<file path="src/rtl/bsc_pkg.sv">
package bsc_pkg;
    typedef enum logic [1:0] {
        BSC_NORMAL = 2'b00,
        BSC_SAMPLE = 2'b01,
        BSC_EXTEST = 2'b10,
        BSC_CLAMP  = 2'b11
    } bsc_mode_e;

    function automatic logic bsc_drives(input logic [1:0] m);
        return (m == BSC_EXTEST) || (m == BSC_CLAMP);
    endfunction
endpackage

</file>
<file path="src/rtl/bsc_shift_stage.sv">
module bsc_shift_stage #(
    parameter int N_IN  = 4,
    parameter int N_OUT = 6,
    localparam int CH   = N_IN + N_OUT
) (
    input  logic             tck,
    input  logic             trst_n,
    input  logic             tdi,
    input  logic             capture_dr,
    input  logic             shift_dr,
    input  logic [N_IN-1:0]  pin_in,
    input  logic [N_OUT-1:0] core_out,
    output logic [CH-1:0]    sh
);
    typedef struct packed {
        logic [CH-1:0] cells;
    } shift_st_t;

    shift_st_t st_d, st_q;

    always_comb begin
        st_d = st_q;
        if (capture_dr) begin
            st_d.cells = {pin_in, core_out};
        end else if (shift_dr) begin
            st_d.cells = {tdi, st_q.cells[CH-1:1]};
        end
    end

    always_ff @(posedge tck or negedge trst_n) begin
        if (!trst_n) st_q <= '0;
        else         st_q <= st_d;
    end

    assign sh = st_q.cells;
endmodule

</file>
<file path="src/rtl/bsc_update_stage.sv">
module bsc_update_stage #(
    parameter int W = 10
) (
    input  logic         tck,
    input  logic         trst_n,
    input  logic         update_dr,
    input  logic [W-1:0] sh,
    output logic [W-1:0] upd
);
    typedef struct packed {
        logic [W-1:0] slave;
    } upd_st_t;

    upd_st_t st_d, st_q;

    always_comb begin
        st_d = st_q;
        if (update_dr) st_d.slave = sh;
    end

    always_ff @(negedge tck or negedge trst_n) begin
        if (!trst_n) st_q <= '0;
        else         st_q <= st_d;
    end

    assign upd = st_q.slave;
endmodule

</file>
<file path="src/rtl/bsc_pin_mux.sv">
module bsc_pin_mux
    import bsc_pkg::*;
#(
    parameter int N_IN  = 4,
    parameter int N_OUT = 6,
    localparam int CH   = N_IN + N_OUT
) (
    input  logic [1:0]       mode,
    input  logic [CH-1:0]    upd,
    input  logic [N_OUT-1:0] core_out,
    input  logic [N_IN-1:0]  pin_in,
    output logic [N_OUT-1:0] pin_out,
    output logic [N_IN-1:0]  core_in
);
    logic drive;

    always_comb begin
        drive = bsc_drives(mode);
        for (int j = 0; j < N_OUT; j++) begin
            pin_out[j] = drive ? upd[j] : core_out[j];
        end
        for (int i = 0; i < N_IN; i++) begin
            core_in[i] = drive ? upd[N_OUT+i] : pin_in[i];
        end
    end
endmodule

</file>
<file path="src/rtl/bsc_chain.sv">
module bsc_chain #(
    parameter int N_IN  = 4,
    parameter int N_OUT = 6,
    localparam int CH   = N_IN + N_OUT
) (
    input  logic             tck,
    input  logic             trst_n,
    input  logic             tdi,
    input  logic             capture_dr,
    input  logic             shift_dr,
    input  logic             update_dr,
    input  logic [1:0]       mode,
    input  logic [N_OUT-1:0] core_out,
    input  logic [N_IN-1:0]  pin_in,
    output logic             tdo,
    output logic [N_OUT-1:0] pin_out,
    output logic [N_IN-1:0]  core_in
);
    logic [CH-1:0] sh_q;
    logic [CH-1:0] upd_q;

    bsc_shift_stage #(.N_IN(N_IN), .N_OUT(N_OUT)) u_shift (
        .tck(tck), .trst_n(trst_n), .tdi(tdi),
        .capture_dr(capture_dr), .shift_dr(shift_dr),
        .pin_in(pin_in), .core_out(core_out), .sh(sh_q)
    );

    bsc_update_stage #(.W(CH)) u_upd (
        .tck(tck), .trst_n(trst_n), .update_dr(update_dr),
        .sh(sh_q), .upd(upd_q)
    );

    bsc_pin_mux #(.N_IN(N_IN), .N_OUT(N_OUT)) u_mux (
        .mode(mode), .upd(upd_q), .core_out(core_out), .pin_in(pin_in),
        .pin_out(pin_out), .core_in(core_in)
    );

    assign tdo = sh_q[0];
endmodule

</file>
<file path="config.mk">
export PLATFORM = sky130hd
export DESIGN_NAME = bsc_chain
export DESIGN_NICKNAME = d
export VERILOG_FILES = /design/src/rtl/bsc_pkg.sv /design/src/rtl/bsc_shift_stage.sv /design/src/rtl/bsc_update_stage.sv /design/src/rtl/bsc_pin_mux.sv /design/src/rtl/bsc_chain.sv
export SDC_FILE = /design/constraint.sdc
export NUM_CORES = 1
export LEC_CHECK = 0
export BUFFER_PORTS_ARGS = -buffer_cell sky130_fd_sc_hd__clkbuf_2
export CORE_MARGIN = 3
export CORE_UTILIZATION = 37
export DETAILED_ROUTE_END_ITERATION = 8
export SYNTH_ARGS = -nofsm -noshare
export SYNTH_HDL_FRONTEND = slang
export SYNTH_SLANG_ARGS = --single-unit
</file>
<file path="constraint.sdc">
create_clock -name tck -period 2.4 [get_ports tck]
set_input_delay 0.24 -clock tck [delete_from_list [all_inputs] [get_ports tck]]
set_output_delay 0.24 -clock tck [all_outputs]
set_load 0.01 [all_outputs]
</file>
; After elaboration in Yosys (flattened, before gate mapping)
; Cells that the tools add are included.
[op_classes]
n_reduce_logical = 2
eq_ne = 2
muxes = 12
[op_table]
columns = cell, n
row1 = $mux W10, 2
row2 = $mux W1, 10
row3 = $eq A2 B2 Y1 const B, 2
row4 = $reduce_bool A2 Y1, 1
row5 = $logic_or A1 B1 Y1, 1
[totals]
inputBits = 18
ff_bits = 20
output_inout_bits = 11
wordCells = 18

; Longest topological paths before layout
; Gate-level depths: netlist of the first run.
[depth]
depth_word = 3
mapped_depth = 3
depth_no_buf = 2

; Cells and area by module
; From an unflattened synthesis of the first run, not the netlist that was laid out.
[unflattened]
hier_cells = 75
area_unflattened_um2 = 1036.0
[by_module_without_submodules]
columns = mod, cells_per_inst, seq_area_each_um2, area_per_inst_um2, n_inst
row1 = bsc_shift_stage, 43, 250.2, 462.9, 1
row2 = bsc_update_stage, 21, 250.2, 411.6, 1
row3 = bsc_pin_mux, 11, 0.0, 161.4, 1

==> impl_metrics.ini, run 1 <==
[place]
place.gp.congestion = 0.711
portBuffers = 27
hpwlAfterDp_um = 1390
dp.cells = 128

[detailed_routing]
vias_per_cell = 4.85
wire_per_inst_um = 14.0
vias = 693
ant_nets = 0
routed_wirelength_um = 2010
drcViolationCount = 0
drt_iter0_markers = 12
drtPass1Iterations = 4

[status]
status = finished, violations left
violations = negative setup slack

[cts]
htree_levels = 1
cts_sinks = 20
numCtsBuffers = 3
clock_tree.root_cell = clkbuf_4
clockBufferDepth = 2
cts_tree = built
cts.clk_slew.worst_paths_ns = 0.12
clk_latency_ns = 0.29

[worst_hold_path]
holdCritPathClass = primary input to flop
whs_endpoint = u_shift.sh[4]
worstHoldStart = core_out[4]
holdPathStages = 3

[global_route]
grt_busiest_layer = met2
use_met2_pct = 21.8
grt_util_met1_pct = 16.0
first_global_vias = 688
grt_use_total_pct = 12.8
antenna_found_initial = 0
gr-total-overflow = 0
grt_pass1_wl_um = 3300
use_met3_pct = 2.19
grt_max_degree = 21

[cells_and_area]
stdcell_count = 143
final_util_pct = 52.3
multiInputGateArea_um2 = 492
most-common-layout-cells = 21 x clkbuf_2, 20 x mux2_4
final_layout_size_suffix_gt1_share_pct = 55.8
syn_to_final_growth_pct = 29.7
nets = 132
n_antenna_cell = 0
fill_cells = 232
seqCellArea_um2 = 500
mostFrequentLayoutCell = clkbuf_2

[logic_synthesis]
ys_ff_latch = 20
yosysTopAreaCell = mux2_4
synth_cell_types = 9
yosys_warnings = 0
synthesis.nets = 93
synth_area_um2 = 1040
ys_seq_area_share_pct = 48.3
synth_area_leaders = mux2_4 29%, dfrtn_1 24%, dfrtp_1 24%, mux2i_1 9.7%, o21ai_1 4.3%
avgSynthCellArea_um2 = 13.8
synth_top_area_share_pct = 29.0
postSynthCellCount = 75

[run]
maxCapViolCount = 0

[setup_path]
end_kind = output pin
path_max_fanout = 2
worstPathArrival_ns = 2.25
worstSetupStartpointType = flop
worstReg2RegStart = u_shift.sh[2]
regToRegEndpoint = u_upd.upd[2]
r2r_setup_slack_ns = 0.37
critPathKind = flop to output pin
required_ns = 2.16
r2r_cells = 1

[die]
io-pin-count = 29
die_h_um = 58.9
coreArea_um2 = 2570
die_x_um = 58.9
dieArea_um2 = 3470
initial_core_util_pct = 40.4
rows = 18

[sta]
clock_skew_ns = 0.00623
finalSetupTns_ns = -0.661
rsz0062_at_grt = yes
slew_headroom_pct = 66.5
maxSlewViolCount = 0
setup_ws_ns = -0.0916
worst_hold_slack_ns = 0.164
finalSetupViolations = 10
hold_violations = 0
worst_pin_slew_ns = 0.502

[power]
max-vdd-ir-drop_mv = 0.391
p_leak_nw = 0.711
p_total_w = 0.000841
powerDensity_nw_per_um2 = 626
Yosys cell counts:
library cell	instances
mux2_4	20
dfrtn_1	10
dfrtp_1	10
mux2i_1	10
nand2_1	10
o21ai_1	9
buf_6	3
buf_2	2
o21ai_2	1
routing by layer:
| metal | up-vias | wire (µm) |
|---|---|---|
| li1 | 338 | - |
| met1 | 338 | 852 |
| met2 | 15 | 1050 |
| met3 | 2 | 80 |
| met4 | 0 | 21 |
| met5 | - | 0 |
report_power, final:
part | internal (W) | switching, W | leakage (nW)
combinational | 0.000155 | 0.0000848 | 0.446
clock | 0.0000923 | 0.0000989 | 0.0210
sequential | 0.000382 | 0.0000278 | 0.243
total | 0.000629 | 0.000211 | 0.711
what timing repair did:
action / CTS / global route
setup endpoints to repair: 10 / 10
endpoints found under the hold margin: 10 / 0
cloned: 0 / 0
hold buffers: 1 / 0
buffers inserted: 7 / 3
resized for setup: 0 / 12
kinds of logic (layout without fill, tap and decap cells):
kind of cell | after synthesis | in the layout | synth area share, %
AOI/OAI and AO/OA | 10 | 10 | 5.19
muxes | 30 | 30 | 38.6
and+or+nand+nor | 10 | 10 | 3.62
buffers and inverters | 5 | 43 | 4.23
DFF | 20 | 20 | 48.3
state kept, by name (all words and copies together), names as in the netlist:
name        flops
u_upd.upd      10
u_shift.sh     10
stage by stage:
stage	cell area, µm²	setup WS, ns
after global placement	1180	0.239
final	1340	-0.0916
after CTS	1280	-0.0909
after global routing	1340	-0.134
after detailed placement	1180	0.228
after floorplan	1040	0.359
critical path, cell delays in order (launching register included):
cell and delay, ns:
dfrtn_1 0.37, mux2_4 0.27, buf_6 0.12
cell type report:
cell class | instances | area share, %
timing repair buffer | 39 | 20.7
clock buffer | 4 | 2.70
tap | 30 | 2.79
sequential | 20 | 37.2
multi-input combinational | 50 | 36.6
worst max path at each step:
stage	from	end	slack, ns	cells past startpoint
4_1_cts	u_upd.upd[2]	pin_out[2]	-0.09	2
6_report	u_upd.upd[2]	pin_out[2]	-0.09	2
3_5_place_dp	u_upd.upd[2]	pin_out[2]	0.23	2
3_3_place_gp	update_dr	u_upd.upd[7]	0.24	3
5_1_grt	u_upd.upd[6]	core_in[0]	-0.13	2
2_1_floorplan	update_dr	u_upd.upd[0]	0.36	2
Power figures use the tool's default switching activity.
==> run 2: changes to the inputs <==
--- a/config.mk
+++ b/config.mk
@@ -9,6 +9,7 @@
 export CORE_MARGIN = 3
 export CORE_UTILIZATION = 37
 export DETAILED_ROUTE_END_ITERATION = 8
+export RECOVER_POWER = 100
 export SYNTH_ARGS = -nofsm -noshare
 export SYNTH_HDL_FRONTEND = slang
 export SYNTH_SLANG_ARGS = --single-unit
==> constraint.sdc (replaced) <==
create_clock -name tck -period 2.71 [get_ports tck]
set_input_delay 0.271 -clock tck [delete_from_list [all_inputs] [get_ports tck]]
set_output_delay 0.271 -clock tck [all_outputs]
set_load 0.01 [all_outputs]
==> run 2 against run 1 <==
The flow now finishes without violations. Sequential cell count is the same. Hold slack gained 0.028 ns. Sequential share of layout area grew 4.6 points. First-iteration DRC count shrank 67%. Setup slack gained 0.14 ns. Global-route usage shrank 0.42 points. Count of clock-buffer cells in the layout is the same. Cell count shrank 5.6%. Routed wire length shrank 3.6%. Sequential power shrank 12%. Critical path depth is the same. Critical endpoint is now pin_out[1].
==> impl_metrics.ini, run 2 (same netlist as run 1, synthesis figures left out) <==
[global_route]
use_met3_pct = 4.39
antenna_found_initial = 0
grt_pass1_wl_um = 3230
use_met2_pct = 20.0
grt_util_met1_pct = 15.3
gr-total-overflow = 0
grt_busiest_layer = met2
first_global_vias = 663
grt_use_total_pct = 12.3
grt_max_degree = 21

[cells_and_area]
final_layout_size_suffix_gt1_share_pct = 41.9
fin_area_um2 = 1190
fill_cells = 258
most-common-layout-cells = 26 x clkbuf_2, 11 x mux2_4
mostFrequentLayoutCell = clkbuf_2
nets = 124
syn_to_final_growth_pct = 15.3
n_antenna_cell = 0

[die]
die_h_um = 58.9
die_x_um = 58.9
initial_core_util_pct = 40.4
rows = 18
coreArea_um2 = 2570
io-pin-count = 29
dieArea_um2 = 3470

[setup_path]
regToRegEndpoint = u_upd.upd[0]
slowest_stage = dfrtn_1
path_buf_inv = 1
worstPathArrival_ns = 2.39
cp.depth = 2
worstSetupEndpoint = pin_out[1]
critPathKind = flop to output pin
required_ns = 2.44
r2r_cells = 1
r2r_setup_slack_ns = 0.49
worstSetupStartpointType = flop
worstReg2RegStart = u_shift.sh[0]
end_kind = output pin
crit_chain = mux2_4, clkbuf_2
crit_start = u_upd.upd[1]
crit_family = flip-flops
path_max_fanout = 2
cpPeakStageDelay_ns = 0.36

[power]
p_switching_w = 0.000176
swShare_pct = 25.9
power.internal_w = 0.000505
p_leak_nw = 0.618
max-vdd-ir-drop_mv = 0.336
pwr-share-comb_pct = 21.7
power_frac_seq_pct = 53.2
p_total_w = 0.000681
powerDensity_nw_per_um2 = 570
pwr-share-clk_pct = 25.1

[cts]
clock_tree.root_cell = clkbuf_4
numCtsBuffers = 3
clockBufferDepth = 2
htree_levels = 1
cts.clk_slew.worst_paths_ns = 0.11
cts_sinks = 20
clk_latency_ns = 0.30
cts_tree = built

[place]
portBuffers = 27
place.gp.congestion = 0.703
hpwlAfterDp_um = 1350
dpl_cell_area_um2 = 1160

[detailed_routing]
vias = 680
wire_per_inst_um = 14.3
drcViolationCount = 0
drt_iter0_markers = 4
drtPass1Iterations = 3
vias_per_cell = 5.04
ant_nets = 0
routed_wirelength_um = 1930

[sta]
clock_skew_ns = 0.00519
slew_headroom_pct = 66.4
hold_violations = 0
finalSetupViolations = 0
maxSlewViolCount = 0
finalSetupTns_ns = 0
rsz0062_at_grt = yes
worst_hold_slack_ns = 0.192
worst_pin_slew_ns = 0.503

[status]
status = completed

[worst_hold_path]
holdCritPathClass = primary input to flop

[run]
maxCapViolCount = 0
==> run 2: cell count changes in the layout (fill, tap and decap cells not counted), moves of 5 or more <==
cell      delta
o21ai_1      -9
buf_4        -7
buf_6        -6
o21ai_0     +10
mux2_4       -9
mux2_1       +9
clkbuf_2     +5
==> run 2: through the flow <==
| step | instances | util [%] | setup WS [ns] |
|---|---|---|---|
| 2_1_floorplan | 75 | - | 0.483 |
| 3_3_place_gp | 127 | 45.4 | 0.231 |
| 3_5_place_dp | 127 | 45.4 | 0.233 |
| 4_1_cts | 132 | 47.2 | 0.0127 |
| 5_1_grt | 135 | 46.5 | -0.00562 |
| 6_report | 135 | 46.5 | 0.0470 |
==> run 2: area by class of cell <==
cell class	instances	area, µm²	area share, %
Sequential cell	20	500	41.9
Tap cell	30	37.5	3.14
Multi-Input combinational cell	50	454	38.0
Clock buffer	4	36.3	3.04
Timing Repair Buffer	31	166	13.9
==> run 2: worst min-delay path by stage <==
stage | from | to | slack (ns) | depth (start not counted)
3_5_place_dp | trst_n | u_shift.sh[2] | 0.26 | 1
6_report | pin_in[0] | u_shift.sh[6] | 0.19 | 3
2_1_floorplan | trst_n | u_shift.sh[0] | -0.02 | 0
4_1_cts | pin_in[0] | u_shift.sh[6] | 0.18 | 3
3_3_place_gp | trst_n | u_shift.sh[2] | 0.26 | 1
5_1_grt | core_out[2] | u_shift.sh[2] | 0.18 | 3
==> run 2: layer usage <==
layer	up-vias	share of wire (%)	wire length, µm
met5	-	0	0
met4	0	1.3	26
met3	2	5.4	105
met2	16	48	926
met1	339	45	875
li1	323	-	-
==> run 2: power groups by stage <==
stage | clock [W] | combinational, W | sequential (W)
6_report | 0.000171 | 0.000148 | 0.000362
5_1_grt | 0.000194 | 0.000162 | 0.000367
4_1_cts | 0.000183 | 0.000164 | 0.000364
3_5_place_dp | 0 | 0.000162 | 0.000370
3_3_place_gp | 0 | 0.000160 | 0.000367
2_1_floorplan | 0 | 0.000118 | 0.000362
==> run 2: timing repair <==
action / in CTS / in global routing
resized for setup: 0 / 0
hold buffers: 1 / 0
endpoints found under the hold margin: 10 / 0
buffers inserted: 0 / 3
setup endpoints to repair: 0 / 4
==> run 2: tightest hold or removal path: cells and delay by family <==
family	cells	cell delay, ns
buffers and inverters	1	0.09
AO/OA/AOI/OAI	1	0.06
AND/OR/NAND/NOR	1	0.04
==> run 3: changes to the inputs <==
--- a/config.mk
+++ b/config.mk
@@ -8,8 +8,10 @@
 export BUFFER_PORTS_ARGS = -buffer_cell sky130_fd_sc_hd__clkbuf_2
 export CORE_MARGIN = 3
 export CORE_UTILIZATION = 37
+export CTS_BUF_LIST = sky130_fd_sc_hd__clkbuf_4
 export DETAILED_ROUTE_END_ITERATION = 8
 export RECOVER_POWER = 100
 export SYNTH_ARGS = -nofsm -noshare
 export SYNTH_HDL_FRONTEND = slang
+export SYNTH_HIERARCHICAL = 1
 export SYNTH_SLANG_ARGS = --single-unit
==> run 3 against run 2 <==
Count of clock-buffer cells in the layout fell by 1. Largest cell class unchanged. Clock power fell by 17%. Critical endpoint is now core_in[1]. Cell count fell by 1.5%.
==> impl_metrics.ini, run 3 <==
[global_route]
antenna_found_initial = 0
use_met2_pct = 19.1
use_met3_pct = 1.32
gr-total-overflow = 0
grt_busiest_layer = met2
first_global_vias = 721
grt_pass1_wl_um = 3190
grt_util_met1_pct = 16.7
grt_max_degree = 21
grt_use_total_pct = 12.3

[detailed_routing]
drt_iter0_markers = 18
vias_per_cell = 4.96
wire_per_inst_um = 14.4
routed_wirelength_um = 1920
ant_nets = 0
drtPass1Iterations = 4
drcViolationCount = 0
vias = 660

[sta]
finalSetupTns_ns = 0
maxSlewViolCount = 0
clock_skew_ns = 0.00529
hold_violations = 0
rsz0062_at_grt = no
worst_pin_slew_ns = 0.502
finalSetupViolations = 0
slew_headroom_pct = 66.5

[setup_path]
worstPathArrival_ns = 2.40
end_kind = output pin
cpPeakStageDelay_ns = 0.37
slowest_stage = dfrtn_1
path_max_fanout = 2
critPathKind = flop to output pin
crit_chain = mux2_4, clkbuf_2
required_ns = 2.44
worstSetupStartpointType = flop

[cts]
cts_tree = built
clock_tree.root_cell = clkbuf_4
cts_sinks = 20
clk_latency_ns = 0.30
clockBufferDepth = 2
htree_levels = 1
cts.clk_slew.worst_paths_ns = 0.11
numCtsBuffers = 3

[logic_synthesis]
avgSynthCellArea_um2 = 13.8
yosysMostFrequentCell = mux2_4
synth_ff_type = dfrtp_1
ys_ff_latch = 20
synth_area_um2 = 1040
synth_area_leaders = mux2_4 29%, dfrtn_1 24%, dfrtp_1 24%, mux2i_1 9.7%, o21ai_1 4.3%
synth_cell_types = 9
yosys-top-cells-count = 20 x mux2_4, 10 x dfrtn_1, 10 x dfrtp_1, 10 x mux2i_1, 10 x nand2_1
async_reset_ff_share_pct = 100
yosys_warnings = 6
synth_top_area_share_pct = 29.0
ys_seq_area_share_pct = 48.3
postSynthCellCount = 75
synthesis.nets = 93
yosysTopAreaCell = mux2_4
synth_edf_count = 0

[power]
max-vdd-ir-drop_mv = 0.276
p_leak_nw = 0.596
powerDensity_nw_per_um2 = 552

[cells_and_area]
nets = 122
fin_area_um2 = 1170
syn_to_final_growth_pct = 13.3
final_layout_size_suffix_gt1_share_pct = 37.9
n_antenna_cell = 0
mostFrequentLayoutCell = clkbuf_2

[run]
maxCapViolCount = 0

[die]
io-pin-count = 29
dieArea_um2 = 3470
rows = 18
initial_core_util_pct = 40.4
die_h_um = 58.9
coreArea_um2 = 2570
die_x_um = 58.9

[worst_hold_path]
holdCritPathClass = primary input to flop

[place]
portBuffers = 27
dpl_cell_area_um2 = 1160
hpwlAfterDp_um = 1330
place.gp.congestion = 0.680

[status]
status = completed
run 3: cell counts after synthesis:
No cell type changed its count.
run 3: final timing paths:
path | end | start | cells past startpoint | slack (ns)
min | u_shift/sh[8] | pin_in[2] | 3 | 0.19
max in group asynchronous | u_upd/upd[4] | trst_n | 2 | 0.64
max | core_in[1] | u_upd/upd[7] | 2 | 0.04
min reg2reg | u_upd/upd[9] | u_upd/upd[9] | 1 | 0.44
max reg2reg | u_upd/upd[7] | u_shift/sh[7] | 1 | 0.48
min in group asynchronous | u_shift/sh[5] | trst_n | 2 | 0.46
run 3: logic make-up after synthesis:
| family | count (synthesis) | share of synthesized area (%) |
|---|---|---|
| AOI/OAI and AO/OA | 10 | 5.19 |
| buffers and inverters | 5 | 4.23 |
| DFF | 20 | 48.3 |
| muxes | 30 | 38.6 |
| and+or+nand+nor | 10 | 3.62 |
run 3: layout make-up:
type	count	area (µm²)
clock buffers	3	22.5
fillers	259	1390
repair buffers	29	155
clock inverters	1	3.75
well taps	30	37.5
flip-flops and latches	20	500
multi-input cells	50	454
run 3: metal layers:
metal / share of wire, % / vias to the layer above
met5: 0 / -
met4: 1.4 / 0
met3: 4.9 / 2
met2: 47 / 18
met1: 47 / 321
li1: - / 319
run 3: critical path, delay by kind of cell (launching register included):
family / cells / cell delay [ns]
DFF: 1 / 0.37
buffers and inverters: 1 / 0.12
muxes: 1 / 0.26
run 3: power breakdown:
part	switching (W)	internal, W
sequential	0.0000233	0.000338
clock	0.0000884	0.0000536
combinational	0.0000644	0.0000797
run 3: what timing repair did:
action | CTS | global route
gates resized for setup | 0 | 2
setup buffers | 0 | 1
setup endpoints to repair | 0 | 2
hold buffers | 1 | 0
endpoints found under the hold margin | 10 | 0
run 3: through the flow:
stage               worst slack [ns]  utilization, %  hold WS, ns  instances  power [W]
finish                        0.0433            45.7        0.190        133   0.000648
global route                 0.00342            45.7        0.195        133   0.000687
CTS                           0.0145            46.8        0.174        132   0.000679
detailed placement             0.245            45.4        0.263        127   0.000531
global placement               0.234            45.4        0.259        127   0.000527
floorplan                      0.483               -      -0.0246         75   0.000480
